`config.mk`:
```
export PLATFORM = sky130hd
export DESIGN_NAME = i2c_fifo_irq_unit
export DESIGN_NICKNAME = d
export VERILOG_FILES = /design/src/rtl/i2c_fifo_irq_pkg.sv /design/src/rtl/byte_fifo.sv /design/src/rtl/trail_timer.sv /design/src/rtl/i2c_fifo_irq_unit.sv
export SDC_FILE = /design/constraint.sdc
export NUM_CORES = 1
export LEC_CHECK = 0
export BUFFER_PORTS_ARGS = -buffer_cell sky130_fd_sc_hd__buf_2
export CAP_MARGIN = 20
export CORE_MARGIN = 2
export CORE_UTILIZATION = 55
export CTS_BUF_LIST = sky130_fd_sc_hd__clkbuf_4
export CTS_CLUSTER_DIAMETER = 50
export DETAILED_ROUTE_END_ITERATION = 8
export PLACE_DENSITY = 0.79
export SYNTH_ARGS = -nofsm -noshare
export SYNTH_HDL_FRONTEND = slang
export SYNTH_SLANG_ARGS = --single-unit
```
`constraint.sdc`:
```
create_clock -name clk_i -period 2.5 [get_ports clk_i]
set_input_delay 0.125 -clock clk_i [delete_from_list [all_inputs] [get_ports clk_i]]
set_output_delay 0.125 -clock clk_i [all_outputs]
set_load 0.01 [all_outputs]
```
`src/rtl/i2c_fifo_irq_pkg.sv`:
```
package i2c_fifo_irq_pkg;
  localparam int ST_TX_AE = 0;
  localparam int ST_RX_AF = 1;
  localparam int ST_TX_UR = 2;
  localparam int ST_TX_OR = 3;
  localparam int ST_RX_UR = 4;
  localparam int ST_RX_OR = 5;
  localparam int ST_TRAIL = 6;
  localparam int ST_XFER  = 9;

  localparam logic [31:0] ST_MASK  = 32'h0000_027F;
  localparam logic [31:0] EN_MASK  = 32'h0000_0243;
  localparam logic [31:0] ERR_MASK = 32'h0000_003C;

  localparam int RX_TRIG_LSB = 4;
  localparam int TX_TRIG_LSB = 16;

  typedef enum logic [1:0] {
    SEL_QCTL  = 2'd0,
    SEL_IEN   = 2'd1,
    SEL_ISTAT = 2'd2,
    SEL_IDLE  = 2'd3
  } reg_sel_e;
endpackage

```
`src/rtl/byte_fifo.sv`:
```
module byte_fifo #(
  parameter int DEPTH = 16,
  parameter int DW    = 8,
  localparam int PTR_W = $clog2(DEPTH),
  localparam int LVL_W = $clog2(DEPTH + 1)
) (
  input  logic             clk_i,
  input  logic             rst_ni,
  input  logic             flush_i,
  input  logic             push_i,
  input  logic [DW-1:0]    wdata_i,
  input  logic             pop_i,
  output logic [DW-1:0]    rdata_o,
  output logic [LVL_W-1:0] level_o,
  output logic             ovf_o,
  output logic             udf_o
);
  logic [DW-1:0]    mem [DEPTH];
  logic [PTR_W-1:0] wp_q, rp_q;
  logic [LVL_W-1:0] lvl_q;
  logic             full, empty, do_push, do_pop;

  assign full    = (lvl_q == LVL_W'(DEPTH));
  assign empty   = (lvl_q == '0);
  assign do_push = !flush_i && push_i && !full;
  assign do_pop  = !flush_i && pop_i && !empty;
  assign ovf_o   = !flush_i && push_i && full;
  assign udf_o   = !flush_i && pop_i && empty;

  always_ff @(posedge clk_i or negedge rst_ni) begin
    if (!rst_ni) begin
      wp_q  <= '0;
      rp_q  <= '0;
      lvl_q <= '0;
    end else if (flush_i) begin
      wp_q  <= '0;
      rp_q  <= '0;
      lvl_q <= '0;
    end else begin
      if (do_push) wp_q <= (wp_q == PTR_W'(DEPTH - 1)) ? '0 : wp_q + 1'b1;
      if (do_pop)  rp_q <= (rp_q == PTR_W'(DEPTH - 1)) ? '0 : rp_q + 1'b1;
      case ({do_push, do_pop})
        2'b10:   lvl_q <= lvl_q + 1'b1;
        2'b01:   lvl_q <= lvl_q - 1'b1;
        default: lvl_q <= lvl_q;
      endcase
    end
  end

  always_ff @(posedge clk_i) begin
    if (do_push) mem[wp_q] <= wdata_i;
  end

  assign rdata_o = mem[rp_q];
  assign level_o = lvl_q;
endmodule

```
`src/rtl/trail_timer.sv`:
```
module trail_timer #(
  parameter int CNT_W = 4
) (
  input  logic             clk_i,
  input  logic             rst_ni,
  input  logic             arm_i,
  input  logic             kick_i,
  input  logic [CNT_W-1:0] idle_i,
  output logic             fire_o
);
  logic [CNT_W-1:0] cnt_q;

  always_ff @(posedge clk_i or negedge rst_ni) begin
    if (!rst_ni)                 cnt_q <= '0;
    else if (kick_i || !arm_i)   cnt_q <= '0;
    else if (cnt_q != idle_i)    cnt_q <= cnt_q + 1'b1;
  end

  assign fire_o = arm_i && !kick_i && (cnt_q == idle_i);
endmodule

```
`src/rtl/i2c_fifo_irq_unit.sv`:
```
module i2c_fifo_irq_unit
  import i2c_fifo_irq_pkg::*;
#(
  parameter int DEPTH  = 16,
  parameter int IDLE_W = 4,
  localparam int LVL_W = $clog2(DEPTH + 1)
) (
  input  logic        clk_i,
  input  logic        rst_ni,
  input  logic        wr_en_i,
  input  logic [1:0]  wr_sel_i,
  input  logic [31:0] wr_data_i,
  input  logic        tx_push_i,
  input  logic [7:0]  tx_data_i,
  input  logic        tx_pop_i,
  output logic [7:0]  tx_data_o,
  input  logic        rx_push_i,
  input  logic [7:0]  rx_data_i,
  input  logic        rx_pop_i,
  output logic [7:0]  rx_data_o,
  input  logic        xfer_evt_i,
  output logic [31:0] int_status_o,
  output logic [31:0] queue_status_o,
  output logic        irq_o
);
  // queue index 0 = receive, 1 = transmit (matches enable bit order)
  logic [1:0]        q_en;
  logic [LVL_W-1:0]  rx_trig, tx_trig;
  logic [31:0]       ien_q, st_q, st_set, st_clr;
  logic [IDLE_W-1:0] idle_q;

  logic             q_push [2];
  logic             q_pop  [2];
  logic [7:0]       q_wd   [2];
  logic [7:0]       q_rd   [2];
  logic [LVL_W-1:0] q_lvl  [2];
  logic             q_ovf  [2];
  logic             q_udf  [2];
  logic             trail_arm, trail_fire;

  assign q_push[0] = rx_push_i;
  assign q_pop[0]  = rx_pop_i;
  assign q_wd[0]   = rx_data_i;
  assign q_push[1] = tx_push_i;
  assign q_pop[1]  = tx_pop_i;
  assign q_wd[1]   = tx_data_i;

  for (genvar q = 0; q < 2; q++) begin : g_queue
    byte_fifo #(.DEPTH(DEPTH), .DW(8)) u_fifo (
      .clk_i   (clk_i),
      .rst_ni  (rst_ni),
      .flush_i (!q_en[q]),
      .push_i  (q_push[q]),
      .wdata_i (q_wd[q]),
      .pop_i   (q_pop[q]),
      .rdata_o (q_rd[q]),
      .level_o (q_lvl[q]),
      .ovf_o   (q_ovf[q]),
      .udf_o   (q_udf[q])
    );
  end

  assign rx_data_o = q_rd[0];
  assign tx_data_o = q_rd[1];

  always_ff @(posedge clk_i or negedge rst_ni) begin
    if (!rst_ni) begin
      q_en    <= '0;
      rx_trig <= '0;
      tx_trig <= '0;
      ien_q   <= '0;
      idle_q  <= '0;
    end else if (wr_en_i) begin
      case (reg_sel_e'(wr_sel_i))
        SEL_QCTL: begin
          q_en    <= wr_data_i[1:0];
          rx_trig <= wr_data_i[RX_TRIG_LSB +: LVL_W];
          tx_trig <= wr_data_i[TX_TRIG_LSB +: LVL_W];
        end
        SEL_IEN:  ien_q  <= wr_data_i & EN_MASK;
        SEL_IDLE: idle_q <= wr_data_i[IDLE_W-1:0];
        default: ;
      endcase
    end
  end

  assign trail_arm = (q_lvl[0] != '0) && (q_lvl[0] < rx_trig);

  trail_timer #(.CNT_W(IDLE_W)) u_trail (
    .clk_i  (clk_i),
    .rst_ni (rst_ni),
    .arm_i  (trail_arm),
    .kick_i (rx_push_i),
    .idle_i (idle_q),
    .fire_o (trail_fire)
  );

  always_comb begin
    st_set           = '0;
    st_set[ST_TX_AE] = q_en[1] && (q_lvl[1] <= tx_trig);
    st_set[ST_RX_AF] = q_en[0] && (q_lvl[0] >= rx_trig);
    st_set[ST_TX_UR] = q_udf[1];
    st_set[ST_TX_OR] = q_ovf[1];
    st_set[ST_RX_UR] = q_udf[0];
    st_set[ST_RX_OR] = q_ovf[0];
    st_set[ST_TRAIL] = trail_fire;
    st_set[ST_XFER]  = xfer_evt_i;
  end

  assign st_clr = (wr_en_i && reg_sel_e'(wr_sel_i) == SEL_ISTAT) ? (wr_data_i & ST_MASK) : '0;

  always_ff @(posedge clk_i or negedge rst_ni) begin
    if (!rst_ni) st_q <= '0;
    else         st_q <= (st_q & ~st_clr) | st_set;
  end

  assign int_status_o = st_q;
  assign irq_o        = |(st_q & (ien_q | ERR_MASK));

  always_comb begin
    queue_status_o        = '0;
    queue_status_o[6:0]   = 7'(q_lvl[1]);
    queue_status_o[7]     = (q_lvl[1] == LVL_W'(DEPTH));
    queue_status_o[8]     = (q_lvl[1] == '0);
    queue_status_o[22:16] = 7'(q_lvl[0]);
    queue_status_o[23]    = (q_lvl[0] == LVL_W'(DEPTH));
    queue_status_o[24]    = (q_lvl[0] == '0);
  end
endmodule

```
Word level (Yosys, flattened, before mapping)
Memories as Yosys holds them, arrays and structs flattened. Index checks and enable logic that the tools add are counted.

Register bits: 82. Bits in writable memories: 256. Logic and storage cells: 109. Input port bits: 58. Bits in latches: 0. Memories kept: 2. Bits in read-only memories: 0.

Memories: g_queue[0].u_fifo.mem (depth 16, width 8, rd ports 1, clocked after memory_dff 0, write ports 1, RTL line byte_fifo.sv:18) `logic [DW-1:0] mem [DEPTH];`; g_queue[1].u_fifo.mem (depth 16, width 8, rd ports 1, clocked after memory_dff 0, write ports 1, RTL line byte_fifo.sv:18).

Bitwise operators: 4. Equality and inequality tests: 21. Div/mod/pow operators: 0. Add/subtract/negate cells: 9. Reductions and logical operators: 34. Order comparisons: 3. Multiplexer cells: 23. Shifts and indexed selects: 0. Multipliers: 0.

Operator list (count): $mux 4 (14); $and 32x10->32 (1); $and 32x32->32 (1); $not 10->32 (1); $or 32x10->32 (1); $reduce_or 32->1 (1); $add 4x1->4 const B (5); $pmux 5 s2 (2); $logic_and 1x1->1 (18); $eq 4x4->1 const B (4); $add 5x1->5 const B (2); $eq 5x5->1 const B (2); $logic_not 5->1 (2); $mux 10 (1); $mux 5 (2); $sub 5x1->5 const B (2); $eq 2x2->1 const B (4); $ne 2x1->1 const B (4); $eq 2x1->1 const B (3); $logic_not 1->1 (6); $ne 3x1->1 const B (2); $reduce_and 2->1 (3); $ge 5x5->1 (1); $le 5x5->1 (1); 8 further kinds (11).

Depth between registers and ports, before layout
Depth after elaboration: 6. Depth in mapped cells: 11. Gate-level depth less buffers: 10.

Hierarchy
From an unflattened synthesis, not the netlist that was laid out.

Cell total of the unflattened synthesis: 868. Area total of the unflattened synthesis: 13900.8 um^2.

By module, submodules not included: byte_fifo (g_queue[0].u_fifo) (area each 6040.8 um^2, cells each 355, times used 1, sequential area each 4169.0 um^2); byte_fifo (g_queue[1].u_fifo) (area each 5899.4 um^2, cells each 312, times used 1, sequential area each 4169.0 um^2); i2c_fifo_irq_unit (area each 1681.6 um^2, cells each 174, times used 1, sequential area each 700.7 um^2); trail_timer (area each 279.0 um^2, cells each 27, times used 1, sequential area each 100.1 um^2).

Least setup slack after synthesis
OpenSTA, ideal clock, no wires.

Kind: flip-flop to flip-flop. Start: reg g_queue[1].u_fifo.lvl_q[1]. End: reg g_queue[1].u_fifo.lvl_q[4]. Library setup time: 139 ps. Cell stages (with the launch flop): 12. Data arrival time: 2551 ps. Clock period less this slack: 2690 ps. Slack: -190 ps. Required time: 2361 ps. Cell sequence: dfrtp_1 > buf_2 > nor4_4 > a21oi_1 > nand2_1 > xnor2_1 > ha_1 > or3_1 > a21oi_1 > a21oi_1 > o41ai_1 > a221oi_1.

Word-level cells in the longest chain between the ends: 6. Elaborated cells between the ends (all ways): 13. Classes of those cells: 2 x add/sub; 4 x eq/ne; 2 x mux; 5 x reduce/logical.

RTL lines: start: declaration (RTL line byte_fifo.sv:20) `logic [LVL_W-1:0] lvl_q;`; start signal: assignment (RTL line byte_fifo.sv:43) `2'b10: lvl_q <= lvl_q + 1'b1;`; start signal: assignment (RTL line byte_fifo.sv:44) `2'b01: lvl_q <= lvl_q - 1'b1;`; start signal: assignment (RTL line byte_fifo.sv:45) `default: lvl_q <= lvl_q;`; $eq 5x5->1 or $logic_not 5->1 (tied branches) (RTL line byte_fifo.sv:23, byte_fifo.sv:24); $logic_not 1->1 (on tied branches) (RTL line byte_fifo.sv:25, byte_fifo.sv:26); $logic_and 1x1->1 (on tied branches) (RTL line byte_fifo.sv:25, byte_fifo.sv:26); $eq 2x1->1 or $eq 2x2->1 (tied branches) (RTL line byte_fifo.sv:42) `case ({do_push, do_pop})`; $pmux 5 s2 (RTL line byte_fifo.sv:42); $mux 5 (RTL line byte_fifo.sv:35) `end else if (flush_i) begin`.

Several ways; a longest one is shown, not always the timed one. A chain may end at the register's enable or synchronous reset.

Final worst setup path
Start: reg g_queue[1].u_fifo.rp_q[0]. End: out tx_data_o[2].

Word-level cells in the longest chain between the ends: 1.

RTL lines: start: declaration (RTL line byte_fifo.sv:19) `logic [PTR_W-1:0] wp_q, rp_q;`; start signal: assignment (RTL line byte_fifo.sv:41) `if (do_pop) rp_q <= (rp_q == PTR_W'(DEPTH - 1)) ? '0 : rp_q + 1'b1;`; $mem_v2 16x8; end: declaration (RTL line i2c_fifo_irq_unit.sv:16) `output logic [7:0] tx_data_o,`.

Every way passes these cells.

==> impl_results.md <==
- Post-Synth Adder-Cell Area: 0.0227
- VDD IR-drop max: 607 µV
- Mux cell area share after synthesis: 0.114
- Routed length on met3: 1910 µm
- CTS clk-pin slew, worst paths: 0.06 ns
- Async SR Flop Fraction: 0.185
- Xor-xnor portion of the synthesized cell area: 0.0108
- Total GRT Usage: 0.224
- Post-Syn Area: 0.0138 mm²
- Largest family of logic cells by synthesized area: multiplexers
- Post-route ant nets: 0
- Critical path endpoint: tx_data_o[2]
- Highest metal used: met4
- Gr ovfl total: 0
- Setup ws final: -0.181 ns
- Violated checks: negative setup slack
- RSZ-0062 raised after global routing: yes
- Sequential share of the synthesized area: 0.662
- Synth Area in Compound Gates: 0.0740
- First-pass GRT wire length: 45900 µm
- CTS Root Cell: clkbuf_4
- Residual DRC: 0
- Slew Viols, Final: 0
- Reg2Reg Setup Slack: 0.13 ns
- Fin Setup TNS: -0.284 ns
- DP Wirelength: 18200 µm
- Final Skew: 0.0596 ns
- Worst slew pin tran: 0.933 ns
- F_max: 0.373 GHz
- Synth Warn #: 0
- CP Data Required Time: 2.38 ns
- DR vias: 8732
- Pwr/cell area: 873 mW/mm²
- Die extent in x: 162 µm
- Clock share of power: 0.293
- Worst setup path startpoint: g_queue[1].u_fifo.rp_q[0]
- Core area: 0.0245 mm²
- Max FO, Critical Path: 9
- R2r startpoint: g_queue[1].u_fifo.level_o[1]
- Met2 WL post-DR: 15000 µm
- CTS sink count: 314
- Reg-to-Reg End: g_queue[1].u_fifo.level_o[4]
- Drt wl/cell: 19.1 µm
- Switching share of power: 0.297
- Clock Tree Buf Depth: 3
- Antenna violations before repair: 1
- CP Class: flop to primary output
- Shortest period the worst path allows: 2.68 ns
- CP Cell Sequence: bufbuf_16 -> mux2i_1 -> a221oi_2 -> o21ai_0 -> nand2_1 -> buf_2
- Overall Power: 14.7 mW
- H-tree levels: 3
- # port buffers: 79
- Post-Layout Cell Count: 1558
- CTS buffer count: 79
- MaxCap Viol Count: 0
- Vias in the first global route: 8747
- Cell Int Power: 10.3 mW
- Die ar.: 0.0264 mm²
- Number of synthesized flops with an enable pin: 256
- Net Sw Power: 4.35 mW
- DRT iter0 DRCs: 827
- Slowest-stage cell, CP: dfrtp_4
- Share of cells above drive strength 1: 0.313
- Clock latency on the worst-skew pair: 0.69 ns
- Comb pwr share: 0.281
- Placed insts: 1321
- Pre-antenna DRT Iters: 5
- CTS tree: done
- Fin util: 0.687
- Hold Path Class: input port to flop
- Leak: 6.30 nW
- Starting Density: 0.564
- Pin count of the biggest net entering global routing: 21
- Worst-case reg-to-reg path depth: 10
- Outcome: finished, violations left
- Synthesized instance count: 933
- Post-Syn Area per Cell: 14.8 µm²
- Final wirelength: 29800 µm
- DR vias/cell: 5.60
- Simple-gate area share of the yosys netlist: 0.0707
- Final setup fails: 6
- Synth cell types: 57
- Arrival @ worst endpoint: 2.56 ns
- Final period utilization: 1.07
- Placement row count: 57
- Synth Flop Type: edfxtp_1
- GP Congestion: 0.840
- Setup slack at placement: 0.0721 ns
- Max-slew headroom: 0.376
- Type of origin of the critical path: flop
- Syn-to-layout area delta: 21.7%
- CP endpoint kind: primary output
- Die Ht: 162 µm
- Max incr delay on CP: 0.53 ns
- Final nets: 1253
- Hold Fails Final Rpt: 0
- # IOs: 139
- Reg power frac: 0.426
- FF+latch count, synth: 314
- Routed metal-1 wirelength: 12200 µm
==> power by group through the flow <==
| stage | combinational, mW | sequential [mW] | clock (mW) |
|---|---|---|---|
| finish | 4.12 | 6.24 | 4.29 |
| global route | 4.43 | 6.27 | 4.68 |
| CTS | 3.87 | 6.23 | 4.37 |
| detailed placement | 3.40 | 6.39 | 0 |
| global placement | 3.31 | 6.38 | 0 |
| floorplan | 2.44 | 6.30 | 0 |
==> timing repair <==
action	in CTS	in global routing
setup buffers	9	15
cloned	2	2
hold endpoints to repair	354	0
pin swaps	6	21
gates resized for setup	34	51
hold buffers	64	0
endpoints found under the setup margin	16	18
==> how the worst min path moves through the flow <==
stage,cells after the start,to,from,slack (ns)
after floorplan,0,g_queue[0].u_fifo.level_o[0],rst_ni,-0.17
final,3,tx_trig[0],wr_data_i[16],0.24
after global routing,3,tx_trig[0],wr_data_i[16],0.18
after detailed placement,1,ien_q[9],rst_ni,0.13
after global placement,1,ien_q[9],rst_ni,0.12
after CTS,3,tx_trig[0],wr_data_i[16],0.16
==> kinds of logic (layout without fill, tap and decap cells) <==
group / after synthesis / after routing
other: 1 / 43
adder cells (fa/ha/maj): 25 / 25
multiplexers: 115 / 115
XOR/XNOR: 17 / 17
flip-flops: 314 / 314
AND/OR/NAND/NOR: 191 / 191
AO/OA/AOI/OAI: 157 / 157
buffers and inverters: 113 / 372
==> cells in the mapped netlist (all sizes together), types with 3 or more instances <==
library cell  number  share of area
a221oi            17          0.011
dfrtp             58           0.11
nand2             82          0.022
a21oi             29          0.011
a22oi             20          0.011
xor2               9         0.0057
edfxtp           256           0.56
clkbuf            27         0.0073
nor3b              4         0.0022
mux2              23          0.019
nor2b              8         0.0036
a22o               3         0.0019
a32o               5         0.0036
mux4              32          0.052
inv               23         0.0063
nor3               8         0.0029
and4               3         0.0019
nor2              19         0.0057
o21ai             55          0.020
and2              30          0.014
xnor2              8         0.0051
ha                25          0.023
a31oi              5         0.0023
mux2i             60          0.044
nand3b             4         0.0022
and3               8         0.0036
nand3             15         0.0054
nor4               4         0.0040
buf               63          0.031
==> worst max-delay path, delay by kind of cell, from the launching register on <==
family | cells | cell delay, ns
mux | 1 | 0.31
buf+inv | 2 | 0.49
simple gates | 1 | 0.15
flops | 1 | 0.53
compound gates | 2 | 0.42
==> layer usage <==
layer | global-route usage | vias to the layer above
met4 | 0.0821 | 0
met5 | 0 | -
met3 | 0.0514 | 58
met2 | 0.375 | 383
li1 | - | 4008
met1 | 0.289 | 4283
==> sequential cells by signal, summed over array words and instances, names as in the netlist <==
register / count
int_status_o: 8
ien_q: 4
g_queue.u_fifo.level_o: 10
g_queue.u_fifo.rp_q: 8
tx_trig: 5
rx_trig: 5
u_trail.cnt_q: 4
idle_q: 4
q_en: 2
g_queue.u_fifo.mem: 256
g_queue.u_fifo.wp_q: 8
==> cell type report <==
cell class                 instances  area, µm²
inverter                          23       86.3
clock inverter                    20        104
clock buffer                     124        931
antenna                            1       2.50
timing repair buffer             205       1690
multi-input combinational        547       4430
fill                            1584       7670
tap                              324        405
sequential                       314       9150
==> per-stage QoR <==
step                      cell area (µm²)  hold slack [ns]
after detailed placement            14600            0.132
after global routing                16800            0.178
after floorplan                     14000           -0.171
after global placement              14600            0.117
final                               16800            0.235
after CTS                           16500            0.164
==> layout by cell type (no fill, tap or decap), types with 4 or more instances in the layout <==
cell type | synthesis | layout
edfxtp_1 | 256 | 256
clkbuf_4 | 0 | 124
nand2_1 | 82 | 81
buf_2 | 14 | 79
dlygate4sd3_1 | 0 | 64
mux2i_1 | 60 | 56
dfrtp_1 | 58 | 53
buf_4 | 46 | 43
conb_1 | 1 | 42
mux4_2 | 32 | 32
and2_1 | 30 | 28
o21ai_1 | 10 | 26
o21ai_0 | 45 | 24
inv_1 | 23 | 23
mux2_2 | 23 | 23
ha_1 | 25 | 23
a21oi_1 | 29 | 19
nor2_1 | 18 | 18
nand3_1 | 15 | 15
a221oi_2 | 0 | 14
a22oi_1 | 20 | 14
clkinv_1 | 0 | 13
a21oi_2 | 0 | 10
xor2_1 | 9 | 9
xnor2_1 | 8 | 8
nor3_1 | 8 | 8
and3_1 | 8 | 8
buf_6 | 1 | 8
nor2b_1 | 8 | 7
a22oi_2 | 0 | 6
o21ai_2 | 0 | 5
a32o_1 | 5 | 5
a31oi_1 | 5 | 5
buf_12 | 0 | 5
nand3b_1 | 4 | 4
Power figures use the tool's default switching activity.
